$ cat config.mk
export PLATFORM = sky130hd
export DESIGN_NAME = opsched_top
export DESIGN_NICKNAME = d
export VERILOG_FILES = /design/src/rtl/opsched_pkg.sv /design/src/rtl/opsched_range.sv /design/src/rtl/opsched_lut.sv /design/src/rtl/opsched_buf.sv /design/src/rtl/opsched_top.sv
export SDC_FILE = /design/constraint.sdc
export NUM_CORES = 1
export LEC_CHECK = 0
export ABC_AREA = 1
export BUFFER_PORTS_ARGS = -buffer_cell sky130_fd_sc_hd__buf_2
export CORE_AREA = 5 5 331 577
export CTS_CLUSTER_DIAMETER = 80
export DETAILED_ROUTE_END_ITERATION = 12
export DIE_AREA = 0 0 336 582
export MAX_ROUTING_LAYER = met4
export PLACE_DENSITY_LB_ADDON = 0.15
export SYNTH_ARGS = -nofsm -noshare
export SYNTH_HDL_FRONTEND = slang
export SYNTH_SLANG_ARGS = --single-unit
$ cat constraint.sdc
create_clock -name clk -period 8.5 [get_ports clk]
set_input_delay 0.425 -clock clk [delete_from_list [all_inputs] [get_ports clk]]
set_output_delay 0.425 -clock clk [all_outputs]
set_load 0.005 [all_outputs]
$ cat src/rtl/opsched_pkg.sv
package opsched_pkg;
   typedef enum logic [1:0] {
      PREC8  = 2'd0,
      PREC16 = 2'd1,
      PREC32 = 2'd2
   } prec_e;

   typedef enum logic [2:0] {
      S_COLL,
      S_PICK,
      S_VF,
      S_SETTLE,
      S_ISSUE
   } sched_state_e;

   localparam int NCLS = 3;
endpackage

$ cat src/rtl/opsched_range.sv
module opsched_range
   import opsched_pkg::*;
#(
   parameter int DW = 32
) (
   input  logic [DW-1:0] a,
   input  logic [DW-1:0] b,
   output prec_e         prec
);
   generate
      if (DW < 17) begin : g_bad_width
         $error("opsched_range: DW must exceed 16");
      end
   endgenerate

   function automatic logic fits(input logic [DW-1:0] v, input int bits);
      logic all1, all0;
      all1 = 1'b1;
      all0 = 1'b1;
      for (int i = 0; i < DW; i++) begin
         if (i >= bits - 1) begin
            all1 = all1 & v[i];
            all0 = all0 & ~v[i];
         end
      end
      return all1 | all0;
   endfunction

   always_comb begin
      if (fits(a, 8) && fits(b, 8))        prec = PREC8;
      else if (fits(a, 16) && fits(b, 16)) prec = PREC16;
      else                                 prec = PREC32;
   end
endmodule

$ cat src/rtl/opsched_lut.sv
module opsched_lut
   import opsched_pkg::*;
#(
   parameter int VW   = 3,
   parameter int FW   = 4,
   parameter int V8   = 3,
   parameter int V16  = 5,
   parameter int V32  = 7,
   parameter int F8   = 9,
   parameter int F16  = 6,
   parameter int F32  = 3,
   parameter int FTOP = 9
) (
   input  prec_e          cls,
   input  logic [1:0]     mode,
   output logic [VW-1:0]  volt,
   output logic [FW-1:0]  freq
);
   localparam logic [FW-1:0] FTOP_L = FW'(FTOP);

   generate
      if (FTOP > (1 << FW) - 1) begin : g_bad_ftop
         $error("opsched_lut: FTOP does not fit FW");
      end
      if (F8 > FTOP || F16 > FTOP || F32 > FTOP) begin : g_bad_freq
         $error("opsched_lut: frequency code above FTOP");
      end
      if (V8 > V16 || V16 > V32 || V32 > (1 << VW) - 1) begin : g_bad_volt
         $error("opsched_lut: voltage codes must rise with precision and fit VW");
      end
   endgenerate

   logic [VW-1:0] base_v;
   logic [FW-1:0] base_f;

   always_comb begin
      unique case (cls)
         PREC8:   begin base_v = VW'(V8);  base_f = FW'(F8);  end
         PREC16:  begin base_v = VW'(V16); base_f = FW'(F16); end
         default: begin base_v = VW'(V32); base_f = FW'(F32); end
      endcase
   end

   // B and C pin voltage at the widest class so every class meets timing
   always_comb begin
      unique case (mode)
         2'd1:    begin volt = VW'(V32); freq = base_f;          end
         2'd2:    begin volt = VW'(V32); freq = FTOP_L - base_f; end
         default: begin volt = base_v;   freq = base_f;          end
      endcase
   end
endmodule

$ cat src/rtl/opsched_buf.sv
module opsched_buf
   import opsched_pkg::*;
#(
   parameter int DW = 32,
   parameter int D  = 8,
   localparam int TW = (D > 1) ? $clog2(D) : 1,
   localparam int CW = $clog2(D + 1),
   localparam int EW = 2 * DW + TW
) (
   input  logic          clk,
   input  logic          rst_n,
   input  logic          clear,
   input  logic          wr_en,
   input  prec_e         wr_cls,
   input  logic [EW-1:0] wr_data,
   input  prec_e         rd_cls,
   input  logic [CW-1:0] rd_idx,
   output logic [EW-1:0] rd_data,
   output logic [CW-1:0] cnt [NCLS]
);
   generate
      if (D < 2) begin : g_bad_depth
         $error("opsched_buf: D must be at least 2");
      end
   endgenerate

   logic [EW-1:0] rdata [NCLS];

   for (genvar c = 0; c < NCLS; c++) begin : g_region
      logic [EW-1:0] mem [D];
      logic          hit;
      assign hit = wr_en && (wr_cls == prec_e'(c));

      always_ff @(posedge clk) begin
         if (!rst_n || clear) begin
            cnt[c] <= '0;
         end else if (hit) begin
            cnt[c] <= cnt[c] + 1'b1;
         end
      end

      always_ff @(posedge clk) begin
         if (hit) mem[cnt[c][TW-1:0]] <= wr_data;
      end

      assign rdata[c] = mem[rd_idx[TW-1:0]];

      p_no_overflow_r2 : assert property (@(posedge clk) disable iff (!rst_n)
         hit |-> (cnt[c] < CW'(D)));
   end

   assign rd_data = rdata[rd_cls];
endmodule

$ cat src/rtl/opsched_top.sv
module opsched_top
   import opsched_pkg::*;
#(
   parameter int DW   = 32,
   parameter int D    = 8,
   parameter int VW   = 3,
   parameter int V8   = 3,
   parameter int V16  = 5,
   parameter int V32  = 7,
   parameter int F8   = 9,
   parameter int F16  = 6,
   parameter int F32  = 3,
   parameter int FTOP = 9,
   localparam int TW  = (D > 1) ? $clog2(D) : 1,
   localparam int CW  = $clog2(D + 1),
   localparam int EW  = 2 * DW + TW
) (
   input  logic          clk,
   input  logic          rst_n,
   input  logic [1:0]    mode,
   input  logic          in_valid,
   input  logic          in_last,
   input  logic [DW-1:0] in_a,
   input  logic [DW-1:0] in_b,
   output logic          in_ready,
   output logic          out_valid,
   output logic [DW-1:0] out_a,
   output logic [DW-1:0] out_b,
   output logic [TW-1:0] out_tag,
   output logic [1:0]    out_prec,
   output logic [VW-1:0] volt_code,
   output logic [3:0]    freq_code,
   output logic          vf_update
);
   sched_state_e  state;
   prec_e         cur_cls, in_cls, found_cls;
   logic          found_ok;
   logic [CW-1:0] total, rd_idx;
   logic [CW-1:0] cnt [NCLS];
   logic [EW-1:0] rd_data;
   logic [VW-1:0] lut_v;
   logic [3:0]    lut_f;
   logic          accept, closing, clear, last_of_group;

   opsched_range #(.DW(DW)) i_range (
      .a(in_a), .b(in_b), .prec(in_cls)
   );

   opsched_lut #(
      .VW(VW), .FW(4), .V8(V8), .V16(V16), .V32(V32),
      .F8(F8), .F16(F16), .F32(F32), .FTOP(FTOP)
   ) i_lut (
      .cls(found_cls), .mode(mode), .volt(lut_v), .freq(lut_f)
   );

   opsched_buf #(.DW(DW), .D(D)) i_buf (
      .clk(clk), .rst_n(rst_n), .clear(clear),
      .wr_en(accept), .wr_cls(in_cls),
      .wr_data({in_a, in_b, total[TW-1:0]}),
      .rd_cls(cur_cls), .rd_idx(rd_idx),
      .rd_data(rd_data), .cnt(cnt)
   );

   assign in_ready = (state == S_COLL);
   assign accept   = in_ready && in_valid;
   assign closing  = accept && (in_last || (total == CW'(D - 1)));

   // lowest non-empty class at or above the current one
   always_comb begin
      found_ok  = 1'b0;
      found_cls = cur_cls;
      for (int c = NCLS - 1; c >= 0; c--) begin
         if ((c >= int'(cur_cls)) && (cnt[c] != '0)) begin
            found_ok  = 1'b1;
            found_cls = prec_e'(c);
         end
      end
   end

   assign last_of_group = (rd_idx == cnt[cur_cls] - 1'b1);
   assign clear = ((state == S_ISSUE) && last_of_group && (cur_cls == PREC32))
               || ((state == S_PICK) && !found_ok);

   always_ff @(posedge clk) begin
      if (!rst_n) begin
         state     <= S_COLL;
         cur_cls   <= PREC8;
         total     <= '0;
         rd_idx    <= '0;
         volt_code <= '0;
         freq_code <= '0;
      end else begin
         unique case (state)
            S_COLL: begin
               if (accept) total <= total + 1'b1;
               if (closing) begin
                  state   <= S_PICK;
                  total   <= '0;
                  cur_cls <= PREC8;
               end
            end
            S_PICK: begin
               rd_idx <= '0;
               if (!found_ok) begin
                  state   <= S_COLL;
                  cur_cls <= PREC8;
               end else begin
                  cur_cls <= found_cls;
                  if ((lut_v != volt_code) || (lut_f != freq_code)) begin
                     volt_code <= lut_v;
                     freq_code <= lut_f;
                     state     <= S_VF;
                  end else begin
                     state <= S_ISSUE;
                  end
               end
            end
            S_VF:     state <= S_SETTLE;
            S_SETTLE: state <= S_ISSUE;
            S_ISSUE: begin
               rd_idx <= rd_idx + 1'b1;
               if (last_of_group) begin
                  if (cur_cls == PREC32) begin
                     state   <= S_COLL;
                     cur_cls <= PREC8;
                  end else begin
                     state   <= S_PICK;
                     cur_cls <= prec_e'(cur_cls + 2'd1);
                  end
               end
            end
            default: state <= S_COLL;
         endcase
      end
   end

   assign vf_update = (state == S_VF);
   assign out_valid = (state == S_ISSUE);
   assign out_prec  = cur_cls;
   assign {out_a, out_b, out_tag} = rd_data;

   p_vf_quiet_r9 : assert property (@(posedge clk) disable iff (!rst_n)
      vf_update |-> !out_valid);
   p_settle_r9 : assert property (@(posedge clk) disable iff (!rst_n)
      vf_update |=> !out_valid);
   p_code_change_r8 : assert property (@(posedge clk) disable iff (!rst_n)
      ((volt_code != $past(volt_code)) || (freq_code != $past(freq_code))) |-> vf_update);
   p_busy_r2 : assert property (@(posedge clk) disable iff (!rst_n)
      out_valid |-> !in_ready);
   p_order_r3 : assert property (@(posedge clk) disable iff (!rst_n)
      (out_valid && $past(out_valid)) |-> (out_prec >= $past(out_prec)));
   p_freq_range_r7 : assert property (@(posedge clk) disable iff (!rst_n)
      freq_code <= 4'(FTOP));
endmodule

Yosys cells after proc, flatten, opt, wreduce, memory -nomap -nowiden
Memory sizes are Yosys's and may differ from the RTL's. A register that Yosys moved wholly into a read port is not among the register bits.
Cells that the tools add are included.
Storage, ports and cells
  flip-flop bits (word level): 32
  bits in latches: 0
  memory bits (writable): 1608
  memory bits (read-only): 0
  input bits: 70
  output and inout bits: 79
  logic and storage cells: 400
  memories: 3
Memories
  i_buf.g_region[0].mem: words 8, width 67, rd ports 1, clocked after Yosys merged registers in 1, wr ports 1, RTL line opsched_buf.sv:30  | logic [EW-1:0] mem [D];
  i_buf.g_region[1].mem: words 8, width 67, rd ports 1, clocked after Yosys merged registers in 1, wr ports 1, RTL line opsched_buf.sv:30
  i_buf.g_region[2].mem: words 8, width 67, rd ports 1, clocked after Yosys merged registers in 1, wr ports 1, RTL line opsched_buf.sv:30
Cells by class
  add/sub/neg operators: 8
  multipliers: 0
  div/mod/pow operators: 0
  $lt $le $gt $ge: 4
  equality and inequality tests: 16
  shift operators: 0
  muxes and demuxes: 112
  bitwise operators: 215
  reductions and logical operators: 33
Operators with widths (count)
  $and 1x1->1: 160
  $bmux 67 s2: 1
  $mux 67: 2
  $mux 1: 78
  $not 1->1: 50
  $mux 3: 11
  $add 4x1->4 const B: 5
  $mux 4: 5
  $mux 2: 9
  $pmux 4 s2: 2
  $pmux 3 s5: 1
  $logic_and 1x1->1: 13
  $reduce_bool 4->1: 3
  $bmux 4 s2: 1
  $eq 2x1->1 const B: 3
  $eq 2x2->1 const B: 3
  $eq 3x2->1 const B: 2
  $pmux 2 s3: 1
  $pmux 3 s2: 1
  $reduce_and 3->1: 2
  $eq 4x3->1 const B: 1
  $eq 4x4->1: 1
  $ge 1x2->1 const A: 2
  $logic_not 2->1: 2
  19 further kinds: 29

Depth between registers and ports, before layout
Gate-level depths: netlist of run 1.
  depth after elaboration: 68
  mapped depth: 17
  mapped depth without buffers: 17

By module
Synthesis of run 1 repeated with hierarchy kept, for this count alone.
Unflattened totals
  cells, all modules: 6398
  area, all modules: 69369.0 µm²
By module, submodules not included
  opsched_buf: times used 1, cells each 6082, area each 67509.7 µm², sequential area each 48526.5 µm²
  opsched_top: times used 1, cells each 208, area each 1403.8 µm², sequential area each 400.4 µm²
  opsched_range: times used 1, cells each 90, area each 367.9 µm², sequential area each 0.0 µm²
  opsched_lut: times used 1, cells each 18, area each 87.6 µm², sequential area each 0.0 µm²

Worst setup path after synthesis of run 1
No wires, ideal clock.
  path type: input-to-reg
  start: input in_a[15]
  end: memory i_buf.g_region[1].mem[1][0] in the netlist's numbering, enable pin
  library setup time: 0.574 ns
  arrival: 6.095 ns
  slack: 1.831 ns
  stages: 10
  buffers on the path: 0
  path through: or2_0 nor4_2 nand2_1 nand2_1 nand2_1 inv_1 nand3_1 inv_1 nand2_1 nor3_1
On the way
  longest elaborated chain between the ends: 42
Ends and longest elaborated chain
  start, declared: RTL line opsched_top.sv:23  | input logic [DW-1:0] in_a,
  $not 1->1: RTL line opsched_range.sv:23  | all0 = all0 & ~v[i];
  $mux 1: RTL line opsched_range.sv:30  | if (fits(a, 8) && fits(b, 8)) prec = PREC8;
  $and 1x1->1: RTL line opsched_range.sv:23
  $mux 1: RTL line opsched_range.sv:30
  $and 1x1->1: RTL line opsched_range.sv:23
  $mux 1: RTL line opsched_range.sv:30
  $and 1x1->1: RTL line opsched_range.sv:23
  $mux 1: RTL line opsched_range.sv:30
  [26 not listed]
  $or 1x1->1: RTL line opsched_range.sv:26  | return all1 | all0;
  $logic_and 1x1->1: RTL line opsched_range.sv:31  | else if (fits(a, 16) && fits(b, 16)) prec = PREC16;
  $mux 2: RTL line opsched_range.sv:31
  $mux 2 *: RTL line opsched_range.sv:30
  $eq 2x1->1 *: RTL line opsched_buf.sv:32  | assign hit = wr_en && (wr_cls == prec_e'(c));
  $logic_and 1x1->1 *: RTL line opsched_buf.sv:32
  $mux 1 *: RTL line opsched_buf.sv:43  | if (hit) mem[cnt[c][TW-1:0]] <= wr_data;
  $mux 1 (not written as such) *: RTL line opsched_buf.sv:43
  end, declared: RTL line opsched_buf.sv:30
Every way passes the cells marked *; elsewhere a longest branch is shown, timed or not. The select of a mux whose other input is x is not followed.

==> results of run 1 <==
[area by class of cell]
type                    count  area, sq um
clock inverters            60          488
clock buffers             212         4350
multi-input cells        2281        14200
flip-flops and latches   1643        49000
diodes                      8         20.0
inverters                  58          235
fillers                 17400       113000
repair buffers            232         1480
well taps                2438         3050
[metrics by stage]
step	hold slack [ns]	area (sq um)
2_1_floorplan	0.440	64500
3_3_place_gp	0.453	67900
3_5_place_dp	0.457	67900
4_1_cts	0.00928	72800
5_1_grt	0.0463	72800
6_report	0.0669	72800
[metal layers]
| metal | vias to the layer above | GRT usage | share of wire |
|---|---|---|---|
| met5 | - | - | 0 |
| met1 | 19400 | 0.225 | 0.43 |
| li1 | 17000 | - | - |
| met3 | 276 | 0.0225 | 0.035 |
| met4 | 0 | 0.0484 | 0.025 |
| met2 | 695 | 0.312 | 0.51 |
[sequential cells by signal, indices dropped and copies added, names as in the netlist, named ones only]
register and flops:
freq_code 4, i_buf.cnt 12, i_buf.g_region.mem 1608, out_prec 2, rd_idx 4, state 3, total 4, volt_code 3
[cells in the mapped netlist (all sizes together)]
| cell type | instances | area [sq um] |
|---|---|---|
| nor4 | 9 | 62.6 |
| nor3b | 1 | 12.5 |
| xnor2 | 1 | 8.76 |
| and3 | 1 | 6.26 |
| clkinv | 1 | 3.75 |
| o211ai | 98 | 741 |
| nand3 | 198 | 1000 |
| clkbuf | 211 | 792 |
| xor2 | 8 | 70.1 |
| buf | 95 | 477 |
| edfxtp | 1608 | 48300 |
| dfxtp | 35 | 701 |
| nor2 | 658 | 2510 |
| a31oi | 2 | 12.5 |
| o221ai | 308 | 2700 |
| nand3b | 2 | 15.0 |
| nor3 | 24 | 120 |
| a211oi | 2 | 20.0 |
| o21ai | 415 | 2080 |
| a22o | 1 | 8.76 |
| a21oi | 20 | 111 |
| mux2i | 306 | 3060 |
| nand4 | 20 | 131 |
| o22ai | 1 | 6.26 |
| nand2 | 98 | 400 |
| o32ai | 96 | 841 |
| ha | 10 | 125 |
| inv | 57 | 214 |
| or2 | 2 | 12.5 |
[power breakdown]
| part | internal (mW) | switching (mW) | leakage, nW |
|---|---|---|---|
| clock network | 3.80 | 2.97 | 2.35 |
| logic | 0.357 | 0.999 | 4.74 |
| registers | 9.04 | 0.0506 | 14.8 |
| total | 13.2 | 4.02 | 21.9 |
[timing repair]
action,4_1_cts,5_1_grt
hold buffers,2,0
endpoints found under the setup margin,0,0
hold endpoints to repair,17,0
[placed cells by master (no fill, tap or decap), types with 8 or more instances in the layout]
cell | netlist | routed
nor4_1 | 8 | 8
nand4_1 | 19 | 19
nand3_1 | 196 | 196
buf_2 | 69 | 148
buf_4 | 5 | 74
a21oi_1 | 19 | 19
nor2_4 | 5 | 12
o221ai_1 | 308 | 308
nand2_1 | 89 | 89
o32ai_1 | 96 | 96
clkinv_2 | 0 | 14
ha_1 | 10 | 10
clkinv_1 | 1 | 30
clkbuf_1 | 211 | 45
dfxtp_1 | 35 | 32
o211ai_1 | 97 | 97
diode_2 | 0 | 8
inv_1 | 51 | 51
edfxtp_1 | 1608 | 1608
xor2_1 | 8 | 8
nor3_2 | 0 | 17
mux2i_1 | 306 | 306
o21ai_0 | 407 | 407
clkbuf_16 | 0 | 167
nor2_1 | 652 | 646
buf_12 | 0 | 8
[logic make-up after synthesis]
group | after synthesis | synth area share
AO/OA/AOI/OAI | 943 | 0.101
XOR/XNOR | 9 | 0.00122
adder cells (fa/ha/maj) | 10 | 0.00194
buffers and inverters | 364 | 0.0230
flip-flops | 1643 | 0.759
multiplexers | 306 | 0.0475
AND/OR/NAND/NOR | 1013 | 0.0662
[path summary, 6_finish.rpt]
path	startpoint	to
hold reg to reg	i_buf.cnt[7]$_SDFFE_PP0P_	i_buf.cnt[7]$_SDFFE_PP0P_
setup reg to reg	state[0]$_SDFFE_PN0P_	i_buf.g_region[2].mem[3][58]$_DFFE_PP_
setup / recovery	flip-flop	out_b[22]
hold / removal	in_a[19]	i_buf.g_region[2].mem[0][54]$_DFFE_PP_
==> results.md, run 1 <==
- Outcome: complete, no violations
- Final Setup Violations: 0
- CP Capture Type: output port
- Post-CTS sizing: 0
- Num CTS Buffers: 163
- Fmax: 214 MHz
- Clock latency at the later pin of the worst-skew pair: 0.79 ns
- Max Slew Vio Count: 0
- Cells after synthesis: 4288
- Post-Route WL: 175000 um
- Worst setup margin: 3.83 ns
- Crit path max fanout: 147
- Hold Path Stages: 1
- Final hold vios: 0
- Core box area: 186000 sq um
- CP bufs+invs: 3
- Hold WC Path Type: input port to flip-flop
- Number of remaining DRC errors: 0
- Final nets: 4459
- Clock Tree Buf Depth: 4
- Drt wl/cell: 25.3 um
- Worst r2r path cells: 11
- Crit path depth: 7
- Total gr overflow: 0
- CP top delay family: buffers and inverters
- RSZ-0062 raised after global routing: false
- Ports: 149
- Syn Std Cell Area: 64500 sq um
- Layout cell share with drive strength beyond 1: 0.108
- Synth-to-layout area growth: 12.8%
- Fin cells: 6932
- Routability cong.: 0.733
- Site Rows: 210
- Syn avg cell area: 15.0 sq um
- Sequential fraction of the synthesis area: 0.759
- P_leak: 21.9 nW
- Vias in the first global route: 38100
- CP startpoint kind: flip-flop
- Largest net degree at the start of global routing: 201
- Final period util: 0.550
- Clk pin slew, worst setup/hold paths: 0.06 ns
- Initial antenna violation count: 17
- TritonCTS clock tree: yes
- Final Util: 0.391
- Clock sink total: 1643
- Post-Syn Nets: 4368
- Critical path class: flip-flop to output port
- R2R Setup Slk: 4.37 ns
- Period minus WS final: 4.67 ns
- Post-Route Setup TNS: 0 ns
- Slew @ Worst Pin: 1.15 ns
- Critical path's largest stage delay: 0.92 ns
- FF+latch count, synth: 1643
- Unique masters post-synth: 45
- Port Buf Inserts: 148
- DR vias: 37300
- H-tree levels: 4
- Crit path cell chain: buf_12 > buf_4 > o21ai_0 > o221ai_1 > o211ai_1 > nand3_1 > buf_2
- Tot Pwr: 17.2 mW
- DP Cell Count: 6650
- Post-CTS setup buffer count: 0
- HPWL after DPL: 92200 um
- Root buf cell: clkbuf_16
- Worst path required time: 8.08 ns
- Ys Warns: 0
- Clock skew: 0.0406 ns
- Global-route wire length before repair: 257000 um
- Pre-CTS WS: 3.71 ns
- Die area: 196000 sq um
- Initial core utilization: 0.347
- Antenna viol nets, final: 0
- Die span in y: 582 um
- Vias per cell: 5.38
- Die width: 336 um
- Peak supply drop: 0.000138 V
- Crit-path slowest cell: buf_4
- TritonRoute pass-1 iters: 7
- Overall Global Routing Usage: 0.180
- Worst path arrival time: 4.25 ns
- Initial DRC Count: 2750
- Power per cell area: 237 nW/um^2
- Slew HR: 0.233
- Maxcap violations: 0
Note: power is estimated with default switching activity, not from simulation.
==> inputs of run 2 (changes only) <==
ABC_AREA = 0   (was 1)
CORE_AREA = 5 5 328 571   (was 5 5 331 577)
DIE_AREA = 0 0 333 576   (was 0 0 336 582)
clock period = 3.9 ns   (was 8.5 ns; I/O delays follow)
==> run 2 against run 1 <==
  * Routed wire length barely moved
  * Utilization rose by 2.1 points
  * Worst setup slack got worse by 3.6 ns
  * Power rose by 110%
  * Cell area rose by 3.0%
  * Hold slack got worse by 0.020 ns
  * Synthesized cell count fell by 35%
  * Non-clock buffer count rose by 192
  * Via count fell by 19%
  * First-iteration DRC count fell by 17%
  * Cell count fell by 17%
  * Sequential cell count did not move
==> results.md, run 2 <==
- Outcome: complete, no violations
- Final nets: 3295
- Power per cell area: 479 nW/um^2
- Number of synthesized flops with an enable pin: 1608
- Fillcell total: 16000
- CP endpoint: out_b[8]
- Synth-to-layout area growth: 18.4%
- Post-Syn Nets: 2859
- Post-synth top area share: 0.762
- Crit path max fanout: 66
- Clock Tree Buf Depth: 4
- Ports: 149
- Maxcap violations: 0
- RSZ-0062 raised after global routing: false
- Area post-placement: 69200 sq um
- Layout cell share with drive strength beyond 1: 0.331
- HPWL after DPL: 110000 um
- Initial DRC Count: 2283
- Final Setup Violations: 0
- Commonest non-fill, non-tap cell in the layout: edfxtp_1
- Drt wl/cell: 30.5 um
- Design Area, Final: 75000 sq um
- TritonRoute pass-1 iters: 5
- Slew HR: 0.435
- Die width: 333 um
- Routability cong.: 0.767
- Core box area: 182000 sq um
- Max reg flops: 1608
- Vias per cell: 5.28
- Ys Warns: 0
- Port Buf Inserts: 148
- Pre-CTS WS: 0.362 ns
- R2R Setup Slk: 0.61 ns
- Number of remaining DRC errors: 0
- Clock skew: 0.0421 ns
- Post-Route Setup TNS: 0 ns
- Worst path arrival time: 3.46 ns
- Critical R2R Capture: volt_code[2]$_SDFFE_PN0P_
- Unique masters post-synth: 55
- Overall Global Routing Usage: 0.186
- Most common cell in the netlist: edfxtp_1
- Peak supply drop: 0.000321 V
- Post-CTS sizing: 0
- Critical path class: flip-flop to output port
- Largest cells by area after synthesis: edfxtp_1, mux4_2, mux2i_1
- FF+latch count, synth: 1643
- Largest net degree at the start of global routing: 68
- Global-route wire length before repair: 250000 um
- DR vias: 30300
- Initial antenna violation count: 8
- CP startpoint kind: flip-flop
- Fmax: 274 MHz
- Initial core utilization: 0.348
- Synth area leader: edfxtp_1
- Site Rows: 207
- Final hold vios: 0
- Clock sink total: 1643
- TritonCTS clock tree: yes
- Async set-reset flop share out of synthesis: 0
- CP Capture Type: output port
- Total gr overflow: 0
- Slew @ Worst Pin: 0.847 ns
- Post-Route WL: 175000 um
- Final period util: 0.937
- Commonest cells after routing, fill and taps aside: edfxtp_1, mux4_2, clkbuf_16
- Clk pin slew, worst setup/hold paths: 0.07 ns
- Worst path required time: 3.70 ns
- Sequential fraction of the synthesis area: 0.773
- Num CTS Buffers: 159
- Syn avg cell area: 22.8 sq um
- P_leak: 22.8 nW
- Worst setup margin: 0.246 ns
- Cells after synthesis: 2779
- Antenna viol nets, final: 0
- Post-synth top cells: edfxtp_1, mux4_2, clkbuf_1, mux2i_1, inv_1
- Syn Std Cell Area: 63300 sq um
- Clock latency at the later pin of the worst-skew pair: 0.80 ns
- Vias in the first global route: 32900
- Worst r2r path cells: 10
- H-tree levels: 4
- Period minus WS final: 3.65 ns
- Root buf cell: clkbuf_16
- Most common flop cell mapped by yosys: edfxtp_1
- Hold WC Path Type: input port to flip-flop
- R2R Path Start: i_buf.cnt[5]$_SDFFE_PP0P_
- Max Slew Vio Count: 0
- Die area: 192000 sq um
- Die span in y: 576 um
[run 2: layout make-up]
type | count | area (sq um) | area share
tap | 2403 | 3010 | 0.0401
inverter | 64 | 243 | 0.00324
sequential | 1643 | 49000 | 0.653
antenna | 4 | 10.0 | 0.000133
multi-input combinational | 923 | 13700 | 0.183
timing repair buffer | 424 | 3900 | 0.0520
clock inverter | 100 | 977 | 0.0130
clock buffer | 180 | 4120 | 0.0549
[run 2: per-layer routing]
metal	part of all wire	GRT usage	wire (um)	up-vias
met3	0.030	0.0180	5220	219
met2	0.57	0.350	99300	622
met1	0.38	0.215	67400	16800
met5	0	-	0	-
li1	-	-	-	12700
met4	0.020	0.0400	3430	0
[run 2: power breakdown]
part | internal, mW | total (mW) | switching [mW]
clock network | 8.79 | 15.3 | 6.52
logic | 0.333 | 1.09 | 0.758
registers | 19.5 | 19.5 | 0.0397
total | 28.6 | 35.9 | 7.32
[run 2: how the worst min path moves through the flow]
stage,to,cells after the start,from
floorplan,i_buf.g_region[0].mem[0][10]$_DFFE_PP_,0,in_b[7]
global placement,i_buf.g_region[2].mem[4][18]$_DFFE_PP_,1,in_b[15]
detailed placement,i_buf.g_region[2].mem[4][18]$_DFFE_PP_,1,in_b[15]
CTS,i_buf.g_region[2].mem[2][60]$_DFFE_PP_,2,in_a[25]
global route,i_buf.g_region[2].mem[3][60]$_DFFE_PP_,2,in_a[25]
finish,i_buf.g_region[2].mem[3][60]$_DFFE_PP_,2,in_a[25]
[run 2: cells by family after synthesis]
logic type	count (synthesis)	synth area share
and+or+nand+nor	211	0.0164
buffers and inverters	213	0.0135
xor gates and xnor gates	14	0.00194
AOI/OAI and AO/OA	125	0.0142
DFF	1643	0.773
adders and majority gates	10	0.00198
muxes	563	0.179
[run 2: worst max-delay path: stages (launching register included)]
cell	delay [ns]
dfxtp_4	0.68
buf_12	0.38
buf_4	0.29
mux4_2	0.36
mux4_2	0.47
inv_1	0.08
o22ai_1	0.12
buf_2	0.20
[run 2: what timing repair did]
action / CTS / global route
endpoints found under the hold margin: 1333 / 0
setup endpoints to repair: 6 / 0
buffers inserted: 4 / 0
hold buffers: 65 / 0
[run 2: metrics by stage]
step	hold slack, ns	utilization	instances	power (mW)
2_1_floorplan	0.294	-	2779	20.3
5_1_grt	0.0126	0.413	5741	37.1
4_1_cts	0.0130	0.413	5737	36.4
3_3_place_gp	0.447	0.381	5388	20.9
6_report	0.0467	0.413	5741	35.9
3_5_place_dp	0.451	0.381	5388	21.0
==> inputs of run 3 (changes only) <==
CAP_MARGIN = 20   (was default)
CTS_BUF_LIST = sky130_fd_sc_hd__clkbuf_2 sky130_fd_sc_hd__clkbuf_4 sky130_fd_sc_hd__clkbuf_8   (was default)
==> run 3 against run 2 <==
  * Sequential power hardly changed
  * Via count is 1.1% higher
  * Combinational power hardly changed
  * Largest cell class unchanged
==> results.md, run 3 (synthesis results as in run 2) <==
- Max Slew Vio Count: 0
- Final nets: 3382
- Outcome: complete, no violations
- Port Buf Inserts: 148
- DR vias: 30600
- Critical path class: flip-flop to output port
- Hold WC Path Type: input port to flip-flop
- Clock skew: 0.0618 ns
- Worst path arrival time: 3.53 ns
- Overall Global Routing Usage: 0.187
- Antenna viol nets, final: 0
- Final hold vios: 0
- Site Rows: 207
- R2R Path Start: out_prec[1]$_SDFFE_PN0P_
- Critical R2R Capture: out_prec[1]$_SDFFE_PN0P_
- Final Util: 0.411
- Fmax: 268 MHz
- Power per cell area: 458 nW/um^2
- Commonest non-fill, non-tap cell in the layout: edfxtp_1
- Initial antenna violation count: 8
- Number of remaining DRC errors: 0
- Drt wl/cell: 30.0 um
- Area post-placement: 69200 sq um
- Fillcell total: 16100
- HPWL after DPL: 110000 um
- Vias per cell: 5.20
- Worst Hold End: i_buf.g_region[2].mem[4][18]$_DFFE_PP_
- Largest net degree at the start of global routing: 68
- Hold Path Stages: 2
- H-tree levels: 4
- Post-Route WL: 177000 um
- Vias in the first global route: 33700
- Fin cells: 5892
- Global-route wire length before repair: 252000 um
- Final Setup Violations: 0
- Worst r2r path cells: 12
- TritonRoute pass-1 iters: 5
- Initial core utilization: 0.348
- Synth-to-layout area growth: 17.8%
- Core box area: 182000 sq um
- Clock latency at the later pin of the worst-skew pair: 0.95 ns
- Multi-input gate area: 13800 sq um
- Max reg flops: 1608
- Worst path required time: 3.70 ns
- Worst hold start: in_b[15]
- Clock Tree Buf Depth: 4
- Max layer used: met4
- Clk pin slew, worst setup/hold paths: 0.06 ns
- CP startpoint kind: flip-flop
- Final period util: 0.955
- Routed wl met2: 99600 um
- Met3 wire length: 6030 um
- Period minus WS final: 3.72 ns
- Design Area, Final: 74600 sq um
- Slew @ Worst Pin: 0.804 ns
- DP Cell Count: 5388
- Num CTS Buffers: 238
- Clock sink total: 1643
- Routability cong.: 0.767
- R2R Setup Slk: 0.36 ns
- Crit path max fanout: 41
- Peak supply drop: 0.000282 V
- Layout cell share with drive strength beyond 1: 0.355
- CP Capture Type: output port
- Sequential cell area: 49000 sq um
- M1 WL: 67100 um
- RSZ-0062 raised after global routing: false
- Root buf cell: clkbuf_8
- Die span in y: 576 um
- Slew HR: 0.464
- Ports: 149
- Tot Pwr: 34.2 mW
- Total gr overflow: 0
- Die width: 333 um
- TritonCTS clock tree: yes
- P_leak: 22.8 nW
- Maxcap violations: 0
- Initial DRC Count: 1912
- Die area: 192000 sq um
- Commonest cells after routing, fill and taps aside: edfxtp_1, mux4_2, clkbuf_8
-- run 3: cell types whose count changed in the layout (fill, tap and decap cells not counted), moves of 6 or more --
cell,previous run,this run
clkbuf_8,2,239
bufinv_16,18,12
clkbuf_1,17,0
clkinv_1,35,63
dlygate4sd3_1,65,72
clkbuf_16,161,0
clkbuf_4,0,62
-- run 3: repair_timing --
| item | CTS | global route |
|---|---|---|
| setup endpoints to repair | 40 | 2 |
| buffers inserted | 5 | 0 |
| endpoints found under the hold margin | 1569 | 0 |
| hold buffers | 72 | 0 |
| pin swaps | 0 | 0 |
| resized for setup | 5 | 1 |
-- run 3: area by class of cell --
class / instances / area share
Tap cell: 2403 / 0.0403
Clock buffer: 301 / 0.0503
Clock inverter: 119 / 0.0114
Sequential cell: 1643 / 0.657
Timing Repair Buffer: 432 / 0.0536
Multi-Input combinational cell: 923 / 0.184
Antenna cell: 7 / 0.000235
Inverter: 64 / 0.00325
-- run 3: where the power goes --
group / total, mW / switching, mW / internal, mW
clock: 13.6 / 6.49 / 7.08
combinational: 1.10 / 0.758 / 0.338
sequential: 19.5 / 0.0400 / 19.5
-- run 3: worst max-delay path by stage --
stage                     startpoint                                      to  slack [ns]
after floorplan             in_a[17]   i_buf.g_region[0].mem[5][0]$_DFFE_PP_       -1.13
after global placement      in_b[20]  i_buf.g_region[1].mem[0][32]$_DFFE_PP_        0.36
after detailed placement    in_b[26]  i_buf.g_region[0].mem[0][19]$_DFFE_PP_        0.36
after CTS                  flip-flop                                out_a[9]       0.003
after global routing       flip-flop                               out_b[16]       0.001
final                      flip-flop                               out_b[16]        0.18
-- run 3: per-stage QoR --
step,TNS (ns),hold WS (ns),setup slack [ns]
5_1_grt,0,0.0662,0.000959
6_report,0,0.0986,0.175
3_3_place_gp,0,0.447,0.360
4_1_cts,0,0.0106,0.00262
3_5_place_dp,0,0.451,0.362
2_1_floorplan,-623.38,0.294,-1.13
-- run 3: layer usage --
layer,up-vias,GRT usage
met3,266,0.0213
li1,12900,-
met4,0,0.0438
met1,16800,0.214
met5,-,-
met2,726,0.352
-- run 3: worst max-delay path: stages (launching register included) --
cell	delay (ns)
dfxtp_4	0.50
buf_12	0.34
buf_4	0.30
mux4_2	0.58
mux4_2	0.47
inv_1	0.07
o22ai_1	0.10
buf_2	0.19
